$ cat config.mk
export PLATFORM = sky130hd
export DESIGN_NAME = pfx_modp1_adder
export DESIGN_NICKNAME = d
export VERILOG_FILES = /design/src/rtl/pfx_modp1_pkg.sv /design/src/rtl/pfx_modp1_csa.sv /design/src/rtl/pfx_modp1_prefix.sv /design/src/rtl/pfx_modp1_ripple.sv /design/src/rtl/pfx_modp1_adder.sv
export SDC_FILE = /design/constraint.sdc
export NUM_CORES = 1
export LEC_CHECK = 0
export BUFFER_PORTS_ARGS = -buffer_cell sky130_fd_sc_hd__clkbuf_2
export CORE_MARGIN = 2
export CORE_UTILIZATION = 38
export DETAILED_ROUTE_END_ITERATION = 12
export SLEW_MARGIN = 30
export SYNTH_ARGS = -nofsm -noshare
export SYNTH_HDL_FRONTEND = slang
export SYNTH_HIERARCHICAL = 1
export SYNTH_SLANG_ARGS = --single-unit
$ cat constraint.sdc
create_clock -name vclk -period 35.5
set_clock_uncertainty 0.1 [all_clocks]
set_input_delay 10.65 -clock vclk [all_inputs]
set_output_delay 10.65 -clock vclk [all_outputs]
set_load 0.01 [all_outputs]
$ cat src/rtl/pfx_modp1_pkg.sv
package pfx_modp1_pkg;

  // number of doubling stages a prefix tree needs to span w bits
  function automatic int unsigned prefix_levels(input int unsigned w);
    int unsigned l;
    l = 0;
    while ((32'd1 << l) < w) l++;
    return l;
  endfunction

endpackage

$ cat src/rtl/pfx_modp1_csa.sv
// carry-save add of x, y and the constant all-ones word (i.e. x + y - 1)
module pfx_modp1_csa #(
  parameter int unsigned W = 10
) (
  input  logic [W-1:0] x_i,
  input  logic [W-1:0] y_i,
  output logic [W-1:0] sv_o,
  output logic [W-1:0] cv_o
);

  logic [W-1:0] or_xy;

  assign or_xy = x_i | y_i;
  assign sv_o  = ~(x_i ^ y_i);
  assign cv_o  = {or_xy[W-2:0], 1'b0};

  logic unused_top;
  assign unused_top = or_xy[W-1];

endmodule

$ cat src/rtl/pfx_modp1_prefix.sv
// log-depth group-generate tree, no carry-in; grp_g_o[i] is carry into bit i+1
module pfx_modp1_prefix #(
  parameter int unsigned W = 10
) (
  input  logic [W-1:0] a_i,
  input  logic [W-1:0] b_i,
  output logic [W-1:0] grp_g_o
);

  localparam int unsigned LV = pfx_modp1_pkg::prefix_levels(W);

  logic [LV:0][W-1:0] gl;
  logic [LV:0][W-1:0] pl;

  assign gl[0] = a_i & b_i;
  assign pl[0] = a_i ^ b_i;

  for (genvar lv = 0; lv < LV; lv++) begin : g_lvl
    localparam int unsigned D = 32'd1 << lv;
    for (genvar i = 0; i < W; i++) begin : g_bit
      if (i >= D) begin : g_merge
        assign gl[lv+1][i] = gl[lv][i] | (pl[lv][i] & gl[lv][i-D]);
        assign pl[lv+1][i] = pl[lv][i] & pl[lv][i-D];
      end else begin : g_pass
        assign gl[lv+1][i] = gl[lv][i];
        assign pl[lv+1][i] = pl[lv][i];
      end
    end
  end

  assign grp_g_o = gl[LV];

  logic unused_p;
  assign unused_p = ^pl[LV];

endmodule

$ cat src/rtl/pfx_modp1_ripple.sv
// plain ripple-carry adder, carry-out dropped
module pfx_modp1_ripple #(
  parameter int unsigned W = 9
) (
  input  logic [W-1:0] a_i,
  input  logic [W-1:0] b_i,
  input  logic         cin_i,
  output logic [W-1:0] sum_o
);

  logic [W-1:0] c;

  assign c[0] = cin_i;

  for (genvar i = 0; i < W; i++) begin : g_fa
    assign sum_o[i] = a_i[i] ^ b_i[i] ^ c[i];
    if (i < W - 1) begin : g_cy
      assign c[i+1] = (a_i[i] & b_i[i]) | (c[i] & (a_i[i] ^ b_i[i]));
    end
  end

endmodule

$ cat src/rtl/pfx_modp1_adder.sv
module pfx_modp1_adder #(
  parameter int unsigned N = 8
) (
  input  logic [N:0] op_a_i,
  input  logic [N:0] op_b_i,
  output logic [N:0] sum_o
);

  localparam int unsigned OW = N + 1;
  localparam int unsigned XW = N + 2;

  logic [XW-1:0] a_ext, b_ext;
  logic [XW-1:0] sv, cv;
  logic [XW-1:0] grp_g;
  logic          s_n, s_top;
  logic          corr;
  logic [OW-1:0] rsum;

  assign a_ext = {1'b0, op_a_i};
  assign b_ext = {1'b0, op_b_i};

  pfx_modp1_csa #(.W(XW)) csa_i (
    .x_i  (a_ext),
    .y_i  (b_ext),
    .sv_o (sv),
    .cv_o (cv)
  );

  pfx_modp1_prefix #(.W(XW)) pfx_i (
    .a_i     (sv),
    .b_i     (cv),
    .grp_g_o (grp_g)
  );

  // top two bits of x+y-1 in XW-bit two's complement
  assign s_n   = sv[N]   ^ cv[N]   ^ grp_g[N-1];
  assign s_top = sv[N+1] ^ cv[N+1] ^ grp_g[N];
  // wrap when 2^N <= x+y-1 (negative -1 has s_top set)
  assign corr  = s_n & ~s_top;

  pfx_modp1_ripple #(.W(OW)) rca_i (
    .a_i   (sv[OW-1:0]),
    .b_i   (cv[OW-1:0]),
    .cin_i (~corr),
    .sum_o (rsum)
  );

  assign sum_o = {rsum[N] & ~corr, rsum[N-1:0]};

  logic unused_g;
  assign unused_g = ^{grp_g[N+1], grp_g[N-2:0]};

endmodule

Word level (Yosys, flattened, before mapping)
Cells that the tools add are included.
{ "totals": {"reg_bits": 0, "latchBits": 0, "ram_bits": 0, "mem_bits_ro": 0, "in_bits": 18, "output_inout_bits": 9, "wordCells": 92, "mem_count": 0} }
{ "classes": {"addsub": 0, "multipliers": 0, "n_div": 0, "n_lt_le_gt_ge": 0, "n_eq_ne": 0, "shift": 0, "mux": 0, "bitwise_logic": 92, "n_reduce_logical": 0} }
{ "ops": {"columns": ["op", "count"], "rows": [
  ["AND 1 bit", 43],
  ["OR 1 bit", 22],
  ["XOR 1 bit", 20],
  ["XOR 9 bit", 2],
  ["NOT 9 -> 10 bit", 1],
  ["AND 9 bit", 1],
  ["OR 9 bit", 1],
  ["NOT 1 bit", 2]
]} }

Depth between registers and ports, before layout
Gate-level depths: netlist of run 1.
{ "logic_depth": {"word_depth": 31, "ltp_mapped": 21, "ltp_nobuf": 21} }

Cells and area by module
Netlist of run 1, hierarchy kept.
{ "modules_own_cells": {"columns": ["mod", "n_inst", "cells_per_inst", "area_each_um2", "seq_area_each_um2"], "rows": [
  ["pfx_modp1_prefix", 1, 36, 304.0, 0.0],
  ["pfx_modp1_csa", 1, 48, 267.8, 0.0],
  ["pfx_modp1_ripple", 1, 14, 202.7, 0.0],
  ["pfx_modp1_adder", 1, 5, 65.1, 0.0]
]} }

Worst setup path before layout of run 1
No wires, ideal clock.
{ "synth_timing": {"path_type": "input port to output port", "from": "in op_a_i[5]", "to": "out sum_o[8]", "t_arrival_ns": 15.732, "required_time_ns": 24.750, "slack_ns": 9.018, "stages": 21, "n_path_buf": 0, "cell_sequence": "inv_1 ha_1 inv_1 ha_1 a21o_1 a31o_2 a221o_1 xnor3_1 nand2_1 fa_1 inv_1 fa_1 inv_1 fa_1 fa_1 fa_1 fa_1 fa_1 fa_1 xor3_1 a21boi_2"} }
{ "synth_between": {"elab_chain_cells": 30, "elab_cells_between_ends": 53, "cone_classes": "bitwise (53)"} }
{ "synth_rtl": {"columns": ["item", "line", "text"], "rows": [
  ["start, declared", "pfx_modp1_adder.sv:4", "input logic [N:0] op_a_i,"],
  ["XOR 9 bit (*)", "pfx_modp1_csa.sv:14", "assign sv_o = ~(x_i ^ y_i);"],
  ["NOT 9 -> 10 bit (*)", "pfx_modp1_csa.sv:14", null],
  ["via sv[5]", "pfx_modp1_adder.sv:13", "logic [XW-1:0] sv, cv;"],
  ["AND 9 bit", "pfx_modp1_prefix.sv:15", "assign gl[0] = a_i & b_i;"],
  ["AND 1 bit", "pfx_modp1_prefix.sv:22", "assign gl[lv+1][i] = gl[lv][i] | (pl[lv][i] & gl[lv][i-D]);"],
  ["OR 1 bit", "pfx_modp1_prefix.sv:22", null],
  ["AND 1 bit", "pfx_modp1_prefix.sv:22", null],
  ["OR 1 bit (2 in a row)", "pfx_modp1_prefix.sv:22", null],
  ["[... 1 more ...]", null, null],
  ["via grp_g[8]", "pfx_modp1_adder.sv:14", "logic [XW-1:0] grp_g;"],
  ["[... 14 more ...]", null, null],
  ["OR 1 bit (*)", "pfx_modp1_ripple.sv:18", "assign c[i+1] = (a_i[i] & b_i[i]) | (c[i] & (a_i[i] ^ b_i[i]));"],
  ["AND 1 bit (*)", "pfx_modp1_ripple.sv:18", null],
  ["OR 1 bit (*)", "pfx_modp1_ripple.sv:18", null],
  ["AND 1 bit (*)", "pfx_modp1_ripple.sv:18", null],
  ["OR 1 bit (*)", "pfx_modp1_ripple.sv:18", null],
  ["XOR 1 bit (*)", "pfx_modp1_ripple.sv:16", "assign sum_o[i] = a_i[i] ^ b_i[i] ^ c[i];"],
  ["via rsum[8]", "pfx_modp1_adder.sv:17", "logic [OW-1:0] rsum;"],
  ["AND 1 bit (*)", "pfx_modp1_adder.sv:48", "assign sum_o = {rsum[N] & ~corr, rsum[N-1:0]};"],
  ["end, declared", "pfx_modp1_adder.sv:6", "output logic [N:0] sum_o"]
]} }
The timed path passes the listed nets; every way through them passes the cells marked *.

Worst setup path in the final report of run 1
{ "layout_timing": {"from": "in op_a_i[7]", "to": "out sum_o[8]"} }
{ "layout_between": {"elab_chain_cells": 29, "elab_cells_between_ends": 49, "cone_classes": "bitwise (49)"} }
{ "layout_rtl": {"columns": ["item", "line"], "rows": [
  ["XOR 9 bit (*)", "pfx_modp1_csa.sv:14"],
  ["NOT 9 -> 10 bit (*)", "pfx_modp1_csa.sv:14"],
  ["via sv[7]", "pfx_modp1_adder.sv:13"],
  ["AND 9 bit or XOR 9 bit (tied branches)", "pfx_modp1_prefix.sv:15, pfx_modp1_prefix.sv:16"],
  ["AND 1 bit, on equally long branches", "pfx_modp1_prefix.sv:22, pfx_modp1_prefix.sv:23"],
  ["OR 1 bit (tied with other cells) (2 in a row)", "pfx_modp1_prefix.sv:22"],
  ["OR 1 bit or AND 1 bit (tied branches)", "pfx_modp1_prefix.sv:22"],
  ["OR 1 bit (*)", "pfx_modp1_prefix.sv:22"],
  ["via grp_g[8]", "pfx_modp1_adder.sv:14"],
  ["[... 14 more ...]", null],
  ["OR 1 bit (*)", "pfx_modp1_ripple.sv:18"],
  ["AND 1 bit (*)", "pfx_modp1_ripple.sv:18"],
  ["OR 1 bit (*)", "pfx_modp1_ripple.sv:18"],
  ["AND 1 bit (*)", "pfx_modp1_ripple.sv:18"],
  ["OR 1 bit (*)", "pfx_modp1_ripple.sv:18"],
  ["XOR 1 bit (*)", "pfx_modp1_ripple.sv:16"],
  ["via rsum[8]", "pfx_modp1_adder.sv:17"],
  ["AND 1 bit (*)", "pfx_modp1_adder.sv:48"]
]} }
Marked as above.

==> summary.md, run 1 <==
| Metric | Value |
|---|---|
| Peak Freq | approximately 37 MHz |
| ANT nets after route | 0 |
| Final Critical Period | around 27 ns |
| Row count | 15 |
| Required @ worst endpoint | approximately 25 ns |
| Final wirelength | 1.069 mm |
| Syn-to-layout area delta | 21.89% |
| Grt ovf | 0 |
| Clkbuf count | 0 |
| I/O pins | 27 |
| Fin. Hold Viols | 0 |
| Synthesized instance count | between 80 and 90 |
| First-pass GRT wire length | roughly 1.8 mm |
| Syn avg cell area | 8.446 sq um |
| Slew Limit Fails | 0 |
| Synth Cell Area | between 700 and 800 sq um |
| CTS Hold Bufs | 0 |
| Number of global-route vias before repair | between 500 and 600 |
| Critical path arrival | 16.15 ns |
| Fillers | 184 |
| GPL Wtd Cong | about 0.66 |
| Pleak | 0.5977 nW |
| Sequential cell area | 0 sq um |
| CTS resizes | 0 |
| Max Cap Viol | 0 |
| Worst setup SP type | input pin |
| Share of cells above drive strength 1 | 26.09% |
| HP Class | in -> out |
| Setup CP Type | in -> out |
| Min-delay src | op_b_i[5] |
| CP Max Fanout | 4 |
| Final Util | 50.81% |
| Placed Area | 905.9 sq um |
| Nature of the critical path endpoint | output port |
| Period Utilization, post-route | ~76% |
| Final Instance Area | 905.9 sq um |
| DIE WIDTH | 48.23 microns |
| Seq_cells | 0 |
| Initial antenna violation count | 0 |
| Number of diodes | 0 |
| Vias | between 500 and 600 |
| Final setup viols | 0 |
| Pin count of the biggest net entering global routing | 5 |
| Residual DRC count | 0 |
| Hold path cells | 6 |
| Detailed Routing Iterations Pass 1 | 4 |
| DIE AREA | 2326 sq um |
| Post-CTS setup buffers | 0 |
| Final net count | 160 |
| DR iter-0 viols | 5 |
| Status | complete, no violations |
| Die Y | 48.23 microns |
| Drt via density | 4.250 |
| Core area | 1783 sq um |
| Setup TNS | 0 ns |
| I/O Buffers | 27 |
| Placed wire-length estimate | 1.033 mm |
| Drt wl/cell | 7.636 microns |
| Multi-input gate area | 585.6 sq um |
| Worst hold path endpoint | sum_o[6] |
| GRT Util Overall | between 10% and 20% |
| Initial core utilization | a little over two fifths |
| Synth Warn # | 6 |
| Cell area power density | 22.13 nW/um^2 |
| Maximum VDD drop | 8.937 uV |
| RSZ-0062 raised after global routing | false |
## worst max-delay path, cell delays in order
cell	delay, ns
clkbuf_2	0.07
inv_1	0.03
ha_1	0.26
inv_1	0.06
ha_1	0.34
a21o_1	0.20
a31o_2	0.21
a221o_1	0.35
xnor3_1	0.24
nand2_1	0.07
fa_1	0.35
inv_1	0.07
fa_1	0.16
inv_1	0.05
fa_1	0.38
fa_1	0.41
fa_1	0.40
fa_1	0.40
fa_1	0.40
fa_1	0.38
xor3_1	0.38
a21boi_2	0.14
clkbuf_2	0.14
## final cells by class
| type | instances | share of cell area, % |
|---|---|---|
| Inverter | 41 | 16.99 |
| Multi-Input combinational cell | 47 | 64.64 |
| Tap cell | 25 | 3.453 |
| Timing Repair Buffer | 27 | 14.92 |
## stage by stage
step                      total power [mW]  instances  hold WS, ns  worst slack [ns]
after floorplan                    0.01489         89        21.66             9.022
after global placement             0.01978        140        21.84             8.616
after detailed placement           0.02024        140        21.85             8.608
after CTS                          0.02047        140        21.85             8.580
after global routing               0.02314        140        21.90             8.314
final                              0.02005        140        21.83             8.597
## worst max path at each step
stage              start  endpoint  slack [ns]  depth (start not counted)
3_3_place_gp   op_a_i[7]  sum_o[8]        8.62                         23
6_report       op_a_i[7]  sum_o[8]        8.60                         23
4_1_cts        op_a_i[5]  sum_o[8]        8.58                         23
3_5_place_dp   op_a_i[5]  sum_o[8]        8.61                         23
2_1_floorplan  op_a_i[7]  sum_o[8]        9.02                         21
5_1_grt        op_a_i[7]  sum_o[8]        8.31                         23
## routing by layer
layer	share of wire [%]	vias to the layer above	track usage (%)
met5	0	-	0
met3	4.2	0	0.3704
met2	51	15	19.21
met1	45	268	14.41
met4	0	0	0
li1	-	312	-
## cell usage in the layout (no fill, tap or decap)
cell	instances
a21boi_2	1
a21o_1	2
a221o_1	1
a31o_2	1
a31o_4	1
a31oi_1	1
and2_1	1
and4_1	1
clkbuf_2	27
conb_1	3
fa_1	8
ha_1	17
inv_1	41
nand2_1	2
o21a_1	1
o221ai_1	1
o22a_1	1
or2_1	1
xnor2_1	1
xnor3_1	1
xor3_1	2
## power breakdown
part	total [mW]	switching, mW	internal [mW]
registers	0	0	0
logic	0.0200	0.0101	0.00994
clock network	0	0	0
total	0.0200	0.0101	0.00994
No activity file was read; power rests on OpenSTA's default activity.
==> run 2, diff against run 1 <==
- ABC_AREA: not set -> 1
- clock period: 35.5 -> 23.1 ns (I/O delays scaled with it)
==> summary.md, run 2 <==
| Metric | Value |
|---|---|
| Final Critical Period | 18.96 ns |
| Synth Warn # | 6 (unchanged) |
| GRT Util Overall | 10.71% (+0.25 points) |
| Syn avg cell area | 5.877 sq um (-30%) |
| Synthesized instance count | 152 (+73%) |
| Detailed Routing Iterations Pass 1 | 3 (-1) |
| Drt via density | 3.952 (-7.0%) |
| GPL Wtd Cong | 0.7645 (+15%) |
| CP Max Fanout | 6 (+2) |
| Vias | 826 (+39%) |
| Fin. Hold Viols | 0 (unchanged) |
| DR iter-0 viols | 6 (+1) |
| Initial core utilization | 40.38% (-1.3 points) |
| Final setup viols | 0 (unchanged) |
| Number of diodes | 0 (unchanged) |
| CTS resizes | 0 (unchanged) |
| Drt wl/cell | 6.469 microns (-15%) |
| Max Cap Viol | 0 (unchanged) |
| Die Y | 52.49 microns (+8.8%) |
| Critical path arrival | 11.93 ns (-4.22 ns) |
| Worst setup SP type | input pin |
| Synth Cell Area | 893.4 sq um (+20%) |
| Hold path cells | 6 (unchanged) |
| HP Class | in -> out |
| Max stage delay on crit path | 0.40 ns (about the same) |
| Most used cell, CP | fa_1 |
| DIE AREA | 2755 sq um (+18%) |
| Min-delay src | op_b_i[5] |
| Pre-CTS WS | 4.072 ns (-4.537 ns) |
| Residual DRC count | 0 (unchanged) |
| Peak Freq | ~53 MHz |
| Sequential cell area | 0 sq um (unchanged) |
| CTS Hold Bufs | 0 (unchanged) |
| Period Utilization, post-route | between 80 and 90% |
| Internal | 0.01355 mW (+36%) |
| Grt ovf | 0 (unchanged) |
| I/O pins | 27 (unchanged) |
| Flop pwr share | 0% (unchanged) |
| Cell area power density | 29.82 nW/um^2 (+35%) |
| Crit-path leading delay family | adder cells |
| Pleak | 0.7778 nW (+30%) |
| Post-CTS setup buffers | 0 (unchanged) |
| Setup TNS | 0 ns (unchanged) |
| Comb power frac | 100.0% (about the same) |
| ANT nets after route | 0 (unchanged) |
| First-pass GRT wire length | 2.415 mm (+32%) |
| Row count | 17 (+2) |
| Net switching power | 0.01827 mW (+81%) |
| Core area | 2212 sq um (+24%) |
| RSZ-0062 raised after global routing | false |
| Required @ worst endpoint | 16.07 ns (-8.68 ns) |
| Clkbuf count | 0 (unchanged) |
| Commonest non-fill, non-tap cells in the layout | inv_1, nand2_1, clkbuf_2 |
| Number of global-route vias before repair | 684 (+36%) |
| Final setup margin | 4.138 ns (-4.458 ns) |
| Sw Share | 57.41% (+7.0 points) |
| Share of cells above drive strength 1 | 19.89% (-6.2 points) |
| DIE WIDTH | 52.49 microns (+8.8%) |
| Worst hold path endpoint | sum_o[6] |
| Placed wire-length estimate | 1.338 mm (+30%) |
| Seq_cells | 0 (unchanged) |
| Initial antenna violation count | 0 (unchanged) |
| Maximum VDD drop | 11.86 uV (+33%) |
| Final wirelength | 1.352 mm (+26%) |
| Clock power share | 0% (unchanged) |
| Slew Limit Fails | 0 (unchanged) |
| Syn-to-layout area delta | 19.47% |
| CP bufs+invs | 9 (+3) |
| Slowest-stage cell, CP | fa_1 |
| I/O Buffers | 27 (unchanged) |
| Most common cell after layout, fill and taps aside | inv_1 |
| Pin count of the biggest net entering global routing | 7 (+2) |
| Setup CP Type | in -> out |
| Final net count | 226 (+41%) |
| Status | complete, no violations |
| Nature of the critical path endpoint | output port |
==> run 2: area by class of cell <==
cell class         count  area (sq um)
well taps             28         35.03
multi-input cells     91         660.6
inverters             63         236.5
fillers              249          1145
repair buffers        27         135.1
==> run 2: tightest hold or removal path, delay by kind of cell <==
| kind | cells | cell delay, ns |
|---|---|---|
| buffers and inverters | 4 | 0.32 |
| adders and majority gates | 2 | 0.33 |
==> run 2: worst max path at each step <==
| stage | start | endpoint | cells after the start |
|---|---|---|---|
| after floorplan | op_a_i[8] | sum_o[8] | 26 |
| after CTS | op_a_i[8] | sum_o[8] | 28 |
| final | op_a_i[8] | sum_o[8] | 28 |
| after detailed placement | op_a_i[8] | sum_o[8] | 28 |
| after global placement | op_a_i[8] | sum_o[8] | 28 |
| after global routing | op_a_i[8] | sum_o[8] | 28 |
==> run 2: metrics by stage <==
step           std cells  power [mW]  hold WS [ns]  utilization [%]  cell area [sq um]
2_1_floorplan        155     0.02433         14.22                -              904.6
3_3_place_gp         209     0.03167         14.40            48.25               1067
3_5_place_dp         209     0.03245         14.41            48.25               1067
4_1_cts              209     0.03279         14.42            48.25               1067
5_1_grt              209     0.03806         14.45            48.25               1067
6_report             209     0.03183         14.40            48.25               1067
==> run 2: per-layer routing <==
layer  GRT usage [%]  up-vias  routed length, microns
li1                -      473                       -
met1           13.07      335                     592
met2           21.67       18                     677
met3          0.2857        0                      81
met4               0        0                       0
met5               0        -                       0
==> run 2: power by group through the flow <==
stage	clock, mW	sequential (mW)	combinational [mW]
2_1_floorplan	0	0	0.0243
5_1_grt	0	0	0.0381
6_report	0	0	0.0318
3_3_place_gp	0	0	0.0317
3_5_place_dp	0	0	0.0324
4_1_cts	0	0	0.0328
